[config.mk]
export PLATFORM = sky130hd
export DESIGN_NAME = upper_ram_mapper
export DESIGN_NICKNAME = d
export VERILOG_FILES = /design/src/rtl/upper_map_pkg.sv /design/src/rtl/upper_lc_xlate.sv /design/src/rtl/upper_fixed_xlate.sv /design/src/rtl/upper_map_oreg.sv /design/src/rtl/upper_ram_mapper.sv
export SDC_FILE = /design/constraint.sdc
export NUM_CORES = 1
export LEC_CHECK = 0
export BUFFER_PORTS_ARGS = -buffer_cell sky130_fd_sc_hd__buf_2
export CAP_MARGIN = 20
export CORE_UTILIZATION = 47
export DETAILED_ROUTE_END_ITERATION = 10
export GPL_TIMING_DRIVEN = 0
export PLACE_DENSITY = 0.75
export REMOVE_ABC_BUFFERS = 1
export SYNTH_ARGS = -nofsm -noshare
export SYNTH_HDL_FRONTEND = slang
export SYNTH_HIERARCHICAL = 1
export SYNTH_SLANG_ARGS = --single-unit
[constraint.sdc]
create_clock -name clk_i -period 0.8 [get_ports clk_i]
set_input_delay 0.2 -clock clk_i [delete_from_list [all_inputs] [get_ports clk_i]]
set_output_delay 0.2 -clock clk_i [all_outputs]
set_load 0.05 [all_outputs]
[src/rtl/upper_map_pkg.sv]
package upper_map_pkg;
  localparam int OFF_W  = 14;
  localparam int ADDR_W = 17;

  typedef enum logic [1:0] {
    RGN_MAIN  = 2'b00,
    RGN_AUX   = 2'b01,
    RGN_FIXED = 2'b10,
    RGN_AUX2  = 2'b11
  } region_e;

  localparam logic [15:0] BANK_LO_C = 16'hC000;
  localparam logic [15:0] BANK_LO_D = 16'hD000;
  localparam logic [15:0] COMMON_B  = 16'hE000;
  localparam logic [15:0] FIXED_B   = 16'hC000;
endpackage

[src/rtl/upper_lc_xlate.sv]
module upper_lc_xlate
  import upper_map_pkg::*;
#(
  parameter int OW = OFF_W,
  parameter int AW = ADDR_W
) (
  input  logic [OW-1:0] off_i,
  input  logic          bank_sel_i,
  input  logic          hi_img_i,
  output logic [AW-1:0] addr_o
);
  localparam int LO_W  = 12;
  localparam int COM_W = 13;

  logic        in_low;
  logic [15:0] base;
  logic [15:0] disp;

  assign in_low = (off_i < OW'(1 << LO_W));

  always_comb begin
    if (in_low) begin
      base = bank_sel_i ? BANK_LO_C : BANK_LO_D;
      disp = 16'(off_i[LO_W-1:0]);
    end else begin
      base = COMMON_B;
      disp = 16'(off_i[COM_W-1:0]);
    end
  end

  assign addr_o = {{(AW-17){1'b0}}, hi_img_i, base + disp};
endmodule

[src/rtl/upper_fixed_xlate.sv]
module upper_fixed_xlate
  import upper_map_pkg::*;
#(
  parameter int OW = OFF_W,
  parameter int AW = ADDR_W
) (
  input  logic [OW-1:0] off_i,
  output logic [AW-1:0] addr_o
);
  logic [OW-1:0] swz;

  always_comb begin
    swz     = off_i;
    swz[12] = off_i[12] ^ off_i[13];
  end

  assign addr_o = {{(AW-17){1'b0}}, 1'b1, FIXED_B + 16'(swz)};
endmodule

[src/rtl/upper_map_oreg.sv]
module upper_map_oreg #(
  parameter int AW = 17
) (
  input  logic          clk_i,
  input  logic          rst_ni,
  input  logic          valid_d,
  input  logic          wr_ok_d,
  input  logic [AW-1:0] addr_d,
  output logic          valid_q,
  output logic          wr_ok_q,
  output logic [AW-1:0] addr_q
);
  always_ff @(posedge clk_i or negedge rst_ni) begin
    if (!rst_ni) begin
      valid_q <= 1'b0;
      wr_ok_q <= 1'b0;
      addr_q  <= '0;
    end else begin
      valid_q <= valid_d;
      wr_ok_q <= wr_ok_d;
      addr_q  <= addr_d;
    end
  end
endmodule

[src/rtl/upper_ram_mapper.sv]
module upper_ram_mapper
  import upper_map_pkg::*;
(
  input  logic              clk_i,
  input  logic              rst_ni,
  input  logic              req_i,
  input  logic              we_i,
  input  logic [1:0]        region_i,
  input  logic [OFF_W-1:0]  off_i,
  input  logic              bank_sel_i,
  input  logic              wr_en_i,
  input  logic              alt_img_i,
  output logic              valid_o,
  output logic              wr_ok_o,
  output logic [ADDR_W-1:0] addr_o
);
  region_e            rgn;
  logic               is_fixed;
  logic               hi_img;
  logic [ADDR_W-1:0]  lc_addr;
  logic [ADDR_W-1:0]  fx_addr;
  logic [ADDR_W-1:0]  addr_d;
  logic               wr_ok_d;

  assign rgn      = region_e'(region_i);
  assign is_fixed = (rgn == RGN_FIXED);
  assign hi_img   = (rgn == RGN_MAIN) ? alt_img_i : 1'b1;

  upper_lc_xlate #(.OW(OFF_W), .AW(ADDR_W)) u_lc (
    .off_i      (off_i),
    .bank_sel_i (bank_sel_i),
    .hi_img_i   (hi_img),
    .addr_o     (lc_addr)
  );

  upper_fixed_xlate #(.OW(OFF_W), .AW(ADDR_W)) u_fx (
    .off_i  (off_i),
    .addr_o (fx_addr)
  );

  assign addr_d  = is_fixed ? fx_addr : lc_addr;
  // fixed path ignores the window write enable
  assign wr_ok_d = req_i && we_i && (is_fixed || wr_en_i);

  upper_map_oreg #(.AW(ADDR_W)) u_oreg (
    .clk_i   (clk_i),
    .rst_ni  (rst_ni),
    .valid_d (req_i),
    .wr_ok_d (wr_ok_d),
    .addr_d  (addr_d),
    .valid_q (valid_o),
    .wr_ok_q (wr_ok_o),
    .addr_q  (addr_o)
  );
endmodule

==> run summary, run 1 <==
minimum clock period = 1040 ps
pwr dens = 1810 mW/mm2
num ports = 42
Initial DRC Count = 7
Final TNS setup = -4160 ps
Pwr Total = 2180 uW
Synth-to-Final Area Change = 17.2%
drt wl/cell = 11.0 um
pre-CTS setup slack = -564 ps
CP max stage cell = dfrtp_1
Final Hold Viols = 0
peak supply drop = 0.775 mV
drt drc = 0
Pleak = 0.000602 uW
library cells used by synthesis = 13
Fmax = 0.963 GHz
Worst Hold Depth = 1
vias in the first global route = 548
Critical path destination = addr_o[4]
hpwl dp = 861 um
Post-Synthesis Cells = 77
area leader, netlist = dfrtp_1
Mapped Area = 0.00103 mm2
Yosys reg bits = 19
die area = 0.00237 mm2
routability congestion estimate = 0.585
drt pass-1 iters = 2
final WL = 1.34 mm
Mean Syn Cell Area = 13.3 um2
I/O Buffers = 41
largest net degree at the start of global routing = 20
Via Count = 511
CP endpoint kind = output pin
number of diodes = 0
yosys warns = 6
Cell Rows = 16
clk root buf = clkbuf_4
CTS tree = done
top cell type's share of synthesized area = 46.3%
# setup viols final = 19
Final WS setup = -238 ps
maxcap violations = 0
CP max FO = 1
Critical Path Max Stage Delay = 400 ps
WP data arrival = 840 ps
Chip Width = 48.7 um
top-count cell post-synth = buf_4
Post-synth top cells = 31 x buf_4, 19 x dfrtp_1, 9 x mux2_4
Hold Crit Start = req_i
initial antenna violation count = 0
via-per-instance ratio = 4.19
clock-pin slew on the worst setup and hold paths = 90 ps
CP startpoint kind = flip-flop
Hold Path Class = in -> reg
asr flop ratio synth = 100%
antenna-violating nets left = 0
Final Max Tran Viols = 0
Final #Nets = 119
post-synthesis mux area share = 22.0%
Synth Area in Compound Gates = 1.71%
layout cell share with drive strength beyond 1 = 68.4%
fin crit share = 130%
Core Area = 0.00200 mm2
status = complete, but fails checks
Synth Area in Simple Gates = 2.68%
clk sinks = 19
initial core utilization = 51.2%
first-pass GRT wire length = 2.32 mm
Die Y = 48.7 um
H-tree Lvls = 1
main combinational cell family by area after synthesis = buffers and inverters
Fill cells = 160
CP delay by family, top = flip-flops
ys flop type = dfrtp_1
CP Depth = 1
crit path buf inv count = 1
CP cell instances = buf_6
CTS buffer count = 3
GRT Overall Usage = 13.4%
RSZ-0062 raised after global routing = true
failing checks = negative setup slack
Area contributors post-synth = dfrtp_1 46%, buf_4 23%, mux2_4 13%, mux2_2 8.8%, buf_12 2.0%
Synth Area in XOR/XNOR = 0.854%
grt ovf = 0
EDFF count, synth = 0
critical path class = reg -> out
Seq/Total Area, Yosys = 46.3%
worst path required time = 600 ps
adder-cell area share of the yosys netlist = 0%
maximum clock insertion buffer count = 2
CP Launch Point = u_oreg/addr_q[4]$_DFF_PN0_
-- layer usage --
layer | up-vias | share of wire, % | global-route usage [%]
li1 | 248 | - | -
met1 | 235 | 37 | 12.2
met2 | 26 | 55 | 25.0
met3 | 2 | 6.5 | 4.40
met4 | 0 | 0.89 | 8.82
met5 | - | 0 | 0
-- per-stage QoR --
step           instances  hold slack [ps]  area, um2  util, %
2_1_floorplan         47            -95.6        773        -
3_3_place_gp         115              149       1010     50.6
3_5_place_dp         115              152       1010     50.6
4_1_cts              122             27.5       1200     60.1
5_1_grt              122             19.7       1200     60.1
6_report             122             39.2       1200     60.1
-- cell type report --
| type | count | area (um2) | area share (%) |
|---|---|---|---|
| Clock buffer | 4 | 26.3 | 2.19 |
| Multi-Input combinational cell | 28 | 305 | 25.4 |
| Sequential cell | 19 | 475 | 39.5 |
| Tap cell | 27 | 33.8 | 2.81 |
| Timing Repair Buffer | 44 | 362 | 30.1 |
-- power by group --
group	leakage (uW)	switching (uW)	internal [uW]	total [uW]
Clock	0.0000150	257	193	451
Combinational	0.000367	378	288	667
Sequential	0.000220	32.4	1030	1060
-- flip-flops by register name, indices dropped and copies added, names as in the netlist --
name / count
u_oreg/wr_ok_q: 1
u_oreg/addr_q: 17
u_oreg/valid_q: 1
-- cell families (layout without fill, tap and decap cells) --
logic type	after synthesis	in the layout
flip-flops	19	19
buffers and inverters	33	48
other	2	5
XOR/XNOR	1	1
AO/OA/AOI/OAI	2	2
multiplexers	17	17
AND/OR/NAND/NOR	3	3
-- how the worst min path moves through the flow --
stage	endpoint	slack [ps]
final	u_oreg/valid_q$_DFF_PN0_	40
after global routing	u_oreg/valid_q$_DFF_PN0_	20
after CTS	u_oreg/valid_q$_DFF_PN0_	30
after detailed placement	u_oreg/addr_q[7]$_DFF_PN0_	150
after global placement	u_oreg/addr_q[4]$_DFF_PN0_	150
after floorplan	u_oreg/addr_q[0]$_DFF_PN0_	-100
-- cell usage in the layout (no fill, tap or decap), drive strengths merged --
cell type,instances
buf,43
or2,1
clkbuf,4
xor2,1
dfrtp,19
conb,5
nor2b,1
mux2,17
or3,1
o21bai,1
o211a,1
dlygate4sd3,1
-- what timing repair did --
action / 4_1_cts / 5_1_grt
gates resized for setup: 40 / 0
endpoints found under the hold margin: 19 / 0
setup endpoints to repair: 35 / 19
setup buffers: 2 / 0
hold buffers: 1 / 0
(Power assumes the default switching activity.)
==> inputs of run 2 (changes only) <==
CORE_UTILIZATION = 49   (was 47)
CTS_BUF_LIST = sky130_fd_sc_hd__clkbuf_4 sky130_fd_sc_hd__clkbuf_8   (was unset)
PLACE_DENSITY = 0.82   (was 0.75)
==> run 2 against run 1 <==
Flip-flop and latch count did not move. Clock-buffer cell count did not move. Critical endpoint is now addr_o[12]. Global-route usage rose by 0.57 points. Final cell count did not move. Sequential share of layout area fell by 0.53 points. Combinational power rose by 2%. Non-clock buffer count did not move. Utilization rose by 2.1 points. Highest routed layer unchanged. Routed wire length rose by 13%. Die area fell by 3.9%. Critical path depth did not move. The run still ends with negative setup slack left.
==> run summary, run 2 (synthesis gave the netlist of run 1 again) <==
status = complete, but fails checks
WP data arrival = 850 ps (about the same)
FF+latch area = 475 um2 (unchanged)
Synth-to-Final Area Change = 18.8%
Final WS setup = -253 ps (-14.6 ps)
Multi-input gate area = 305 um2 (unchanged)
via-per-instance ratio = 4.26 (+1.8%)
Fill cells = 152 (-5.0%)
first-pass GRT wire length = 1.99 mm (-14%)
pre-CTS setup slack = -576 ps (-12.2 ps)
Hold Path Class = in -> reg
placed cell area = 0.00101 mm2 (unchanged)
fin crit share = 132% (+1.8 points)
final WL = 1.51 mm (+13%)
minimum clock period = 1050 ps (+14.6 ps)
max FFs per register = 17 (unchanged)
met2 Use GR = 23.5% (-1.5 points)
grt ovf = 0 (unchanged)
H-tree Lvls = 1 (unchanged)
initial core utilization = 52.3% (+1.0 points)
CP endpoint kind = output pin
most common cell after layout, fill and taps aside = buf_2
die area = 0.00228 mm2 (-3.9%)
Chip Width = 47.8 um (-2.0%)
CP startpoint kind = flip-flop
drt pass-1 iters = 1 (-1)
failing checks = negative setup slack
Die Y = 47.8 um (-2.0%)
Non-Filler Instances = 122 (unchanged)
Regs by FF count = u_oreg/addr_q: 17 flops, u_oreg/valid_q: 1 flops, u_oreg/wr_ok_q: 1 flops
maxcap violations = 0 (unchanged)
most flop-heavy register = u_oreg/addr_q
GRT Overall Usage = 14.0% (+0.57 points)
CP max stage cell = dfrtp_1
clk sinks = 19 (unchanged)
clock-pin slew on the worst setup and hold paths = 100 ps (about the same)
number of diodes = 0 (unchanged)
design area = 0.00122 mm2 (+1.4%)
met3 usage = 4.15% (-0.25 points)
I/O Buffers = 41 (unchanged)
CTS tree = done
CP cell instances = buf_6
Initial DRC Count = 0 (-7)
# setup viols final = 19 (unchanged)
hpwl dp = 952 um (+11%)
crit path buf inv count = 1 (unchanged)
maximum clock insertion buffer count = 2 (unchanged)
Pleak = 0.000609 uW (+1.2%)
drt drc = 0 (unchanged)
drt wl/cell = 12.4 um (+13%)
placed insts = 115 (unchanged)
routability congestion estimate = 0.563 (-3.7%)
clk root buf = clkbuf_4
met1 usage = 14.9% (+2.7 points)
worst path required time = 600 ps (about the same)
layout cell share with drive strength beyond 1 = 69.5% (+1.1 points)
antenna-violating nets left = 0 (unchanged)
most frequent cells in the layout = 22 x buf_2, 19 x buf_6, 19 x dfrtp_1
pwr dens = 1830 mW/mm2 (+1.1%)
Final #Nets = 119 (unchanged)
Via Count = 520 (+1.8%)
Fmax = 0.950 GHz (-1.4%)
CP max FO = 1 (unchanged)
CP delay by family, top = flip-flops
Final Max Tran Viols = 0 (unchanged)
RSZ-0062 raised after global routing = true
num ports = 42 (unchanged)
Cell Rows = 16 (unchanged)
vias in the first global route = 463 (-16%)
CTS buffer count = 3 (unchanged)
Critical Path Max Stage Delay = 410 ps (about the same)
Final Hold Viols = 0 (unchanged)
Core Area = 0.00196 mm2 (-2.0%)
peak supply drop = 0.839 mV (+8.2%)
largest net degree at the start of global routing = 20 (unchanged)
Top Usage Layer GRT = met2
critical path class = reg -> out
initial antenna violation count = 0 (unchanged)
Pwr Total = 2240 uW (+2.5%)
==> run 2: cell counts in the layout (fill, tap and decap cells not counted) <==
Identical to the previous run, type by type.
==> run 2: metal layers <==
layer	part of all wire, %	wire length, um
met2	48	722
met1	42	630
met5	0	0
met4	1.3	19
met3	9.3	140
==> run 2: final cells by class <==
type	instances	share of cell area, %
sequential	19	39.0
timing repair buffer	44	30.7
multi-input combinational	28	25.1
tap	27	2.77
clock buffer	4	2.46
==> run 2: power breakdown <==
part / switching (uW) / leakage, uW / internal, uW
registers: 35.0 / 0.000220 / 1030
clock network: 264 / 0.0000184 / 227
logic: 384 / 0.000370 / 295
total: 682 / 0.000609 / 1550
==> run 2: stage by stage <==
stage | hold WS, ps | util [%] | setup TNS (ps)
final | 33.9 | 62.1 | -4270
after global routing | 20.7 | 62.1 | -4960
after CTS | 17.7 | 62.1 | -4450
after detailed placement | 149 | 51.6 | -8200
after global placement | 146 | 51.6 | -7830
after floorplan | -95.6 | - | -4410
==> run 2: timing repair <==
action / in CTS / in global routing
endpoints found under the setup margin: 35 / 19
resized for setup: 40 / 0
hold buffers: 1 / 0
setup buffers: 2 / 0
endpoints found under the hold margin: 19 / 0
==> run 2: worst paths after layout <==
path                                        startpoint                          end  depth (start not counted)
worst max-delay path       u_oreg/addr_q[12]$_DFF_PN0_                   addr_o[12]                          1
worst min-delay path                             req_i     u_oreg/valid_q$_DFF_PN0_                          1
max in group asynchronous                       rst_ni  u_oreg/addr_q[15]$_DFF_PN0_                          2
min in group asynchronous                       rst_ni     u_oreg/valid_q$_DFF_PN0_                          2
==> inputs of run 3 (changes only) <==
CORE_ASPECT_RATIO = 1.1   (was unset)
==> run 3 against run 2 <==
The flow still finishes with violations (negative setup slack). Routed wire length is 8.7% lower. Largest power group unchanged. Maximum frequency is 1.2% higher. Largest cell class unchanged. Setup slack better by 13 ps. Worst hold slack got worse by 2.8 ps. Critical path type unchanged. Flip-flop and latch count stayed put. Final cell count increased by 2.5%. Sequential share of layout area fell by 1.4 points. Global-route usage rose by 0.38 points.
==> run summary, run 3 (synthesis gave the netlist of run 1 again) <==
status = complete, but fails checks
failing checks = negative setup slack
initial core utilization = 51.3% (-0.98 points)
initial antenna violation count = 0 (unchanged)
placed insts = 116 (+0.87%)
CP delay by family, top = flip-flops
CP cell instances = buf_6
Seq pwr share = 47.2% (-0.5 points)
Combinational Power Share = 30.9% (+0.6 points)
clk root buf = clkbuf_4
Chip Width = 45.6 um (-4.5%)
most frequent cells in the layout = 21 x buf_6, 20 x buf_2, 19 x dfrtp_1
most common cell after layout, fill and taps aside = buf_6
clock-pin slew on the worst setup and hold paths = 100 ps (about the same)
num ports = 42 (unchanged)
minimum clock period = 1040 ps (-12.7 ps)
# setup viols final = 19 (unchanged)
Final Max Tran Viols = 0 (unchanged)
Synth-to-Final Area Change = 23.2%
pwr dens = 1780 mW/mm2 (-2.8%)
fin crit share = 130% (-1.6 points)
WHS = 31.1 ps (-2.78 ps)
worst path required time = 600 ps (about the same)
maxcap violations = 0 (unchanged)
drt drc = 0 (unchanged)
pre-CTS setup slack = -546 ps (+29.7 ps)
drt pass-1 iters = 4 (+3)
Top Usage Layer GRT = met2
Pleak = 0.000638 uW (+4.8%)
first-pass GRT wire length = 2.32 mm (+17%)
clock group share of total power = 21.9% (about the same)
layout cell share with drive strength beyond 1 = 70.1% (+0.63 points)
H-tree Lvls = 1 (unchanged)
CP startpoint kind = flip-flop
grt ovf = 0 (unchanged)
met2 Use GR = 28.1% (+4.6 points)
WP data arrival = 840 ps (about the same)
CP max stage cell = dfrtp_1
maximum clock insertion buffer count = 2 (unchanged)
Core Area = 0.00200 mm2 (+1.9%)
largest net degree at the start of global routing = 20 (unchanged)
Via Count = 525 (+0.96%)
die area = 0.00228 mm2 (about the same)
met3 usage = 2.56% (-1.6 points)
CP max FO = 1 (unchanged)
Critical Path Max Stage Delay = 400 ps (about the same)
GRT Overall Usage = 14.4% (+0.38 points)
Final #Nets = 121 (+1.7%)
RSZ-0062 raised after global routing = true
Final Hold Viols = 0 (unchanged)
NetSw = 680 uW (-0.42%)
peak supply drop = 1.10 mV (+31%)
CTS buffer count = 3 (unchanged)
hpwl dp = 889 um (-6.6%)
final WL = 1.38 mm (-8.7%)
drt wl/cell = 11.0 um (-11%)
I/O Buffers = 41 (unchanged)
Final TNS setup = -4190 ps (+79.3 ps)
routability congestion estimate = 0.610 (+8.2%)
CTS tree = done
critical path class = reg -> out
crit path buf inv count = 1 (unchanged)
number of diodes = 0 (unchanged)
Fmax = 0.961 GHz (+1.2%)
Regs by FF count = u_oreg/addr_q: 17 flops, u_oreg/valid_q: 1 flops, u_oreg/wr_ok_q: 1 flops
Non-Filler Instances = 125 (+2.5%)
vias in the first global route = 561 (+21%)
Die Y = 50.0 um (+4.7%)
most flop-heavy register = u_oreg/addr_q
Cell Rows = 17 (+1)
clk sinks = 19 (unchanged)
met1 usage = 12.1% (-2.8 points)
via-per-instance ratio = 4.20 (-1.5%)
Initial DRC Count = 4 (+4)
Final WS setup = -240 ps (+12.7 ps)
max FFs per register = 17 (unchanged)
Hold Path Class = in -> reg
CP endpoint kind = output pin
internal power = 1570 uW (+1.3%)
Fill cells = 178 (+17%)
Sw Share = 30.2% (-0.36 points)
antenna-violating nets left = 0 (unchanged)
[run 3: cell types whose count changed in the layout (fill, tap and decap cells not counted), sizes merged]
cell / change
buf: +1
clkbuf: +1
[run 3: power by group through the flow]
stage | Clock, uW | Combinational (uW) | Sequential, uW
6_report | 493 | 696 | 1060
5_1_grt | 558 | 736 | 1070
4_1_cts | 514 | 669 | 1060
3_5_place_dp | 0 | 555 | 1060
3_3_place_gp | 0 | 546 | 1060
2_1_floorplan | 0 | 126 | 1330
[run 3: timing repair]
| item | 4_1_cts | 5_1_grt |
|---|---|---|
| buffers inserted | 3 | 0 |
| hold buffers | 1 | 0 |
| endpoints found under the setup margin | 34 | 21 |
| endpoints found under the hold margin | 19 | 0 |
| gates cloned | 0 | 1 |
| gates resized for setup | 40 | 6 |
[run 3: worst paths after layout]
kind / depth (start not counted) / startpoint / to
max: 1 / u_oreg/addr_q[5]$_DFF_PN0_ / addr_o[5]
min: 1 / req_i / u_oreg/valid_q$_DFF_PN0_
max in group asynchronous: 2 / rst_ni / u_oreg/addr_q[0]$_DFF_PN0_
min in group asynchronous: 2 / rst_ni / u_oreg/addr_q[15]$_DFF_PN0_
[run 3: layout make-up]
| cell class | instances | area [um2] | area share (%) |
|---|---|---|---|
| timing repair buffer | 46 | 407 | 32.2 |
| tap | 28 | 35.0 | 2.77 |
| multi-input combinational | 28 | 317 | 25.0 |
| sequential | 19 | 475 | 37.6 |
| clock buffer | 4 | 30.0 | 2.38 |
[run 3: routing by layer]
layer  wire length, um  up-vias
met4                19        0
met2               833       21
met5                 0        -
met3                57        2
met1               471      248
li1                  -      254
[run 3: per-stage QoR]
step	utilization, %	cell area (um2)	power, uW
after floorplan	-	773	1450
after global placement	50.7	1010	1610
after detailed placement	50.7	1010	1620
after CTS	60.8	1210	2250
after global routing	63.2	1260	2360
final	63.2	1260	2250
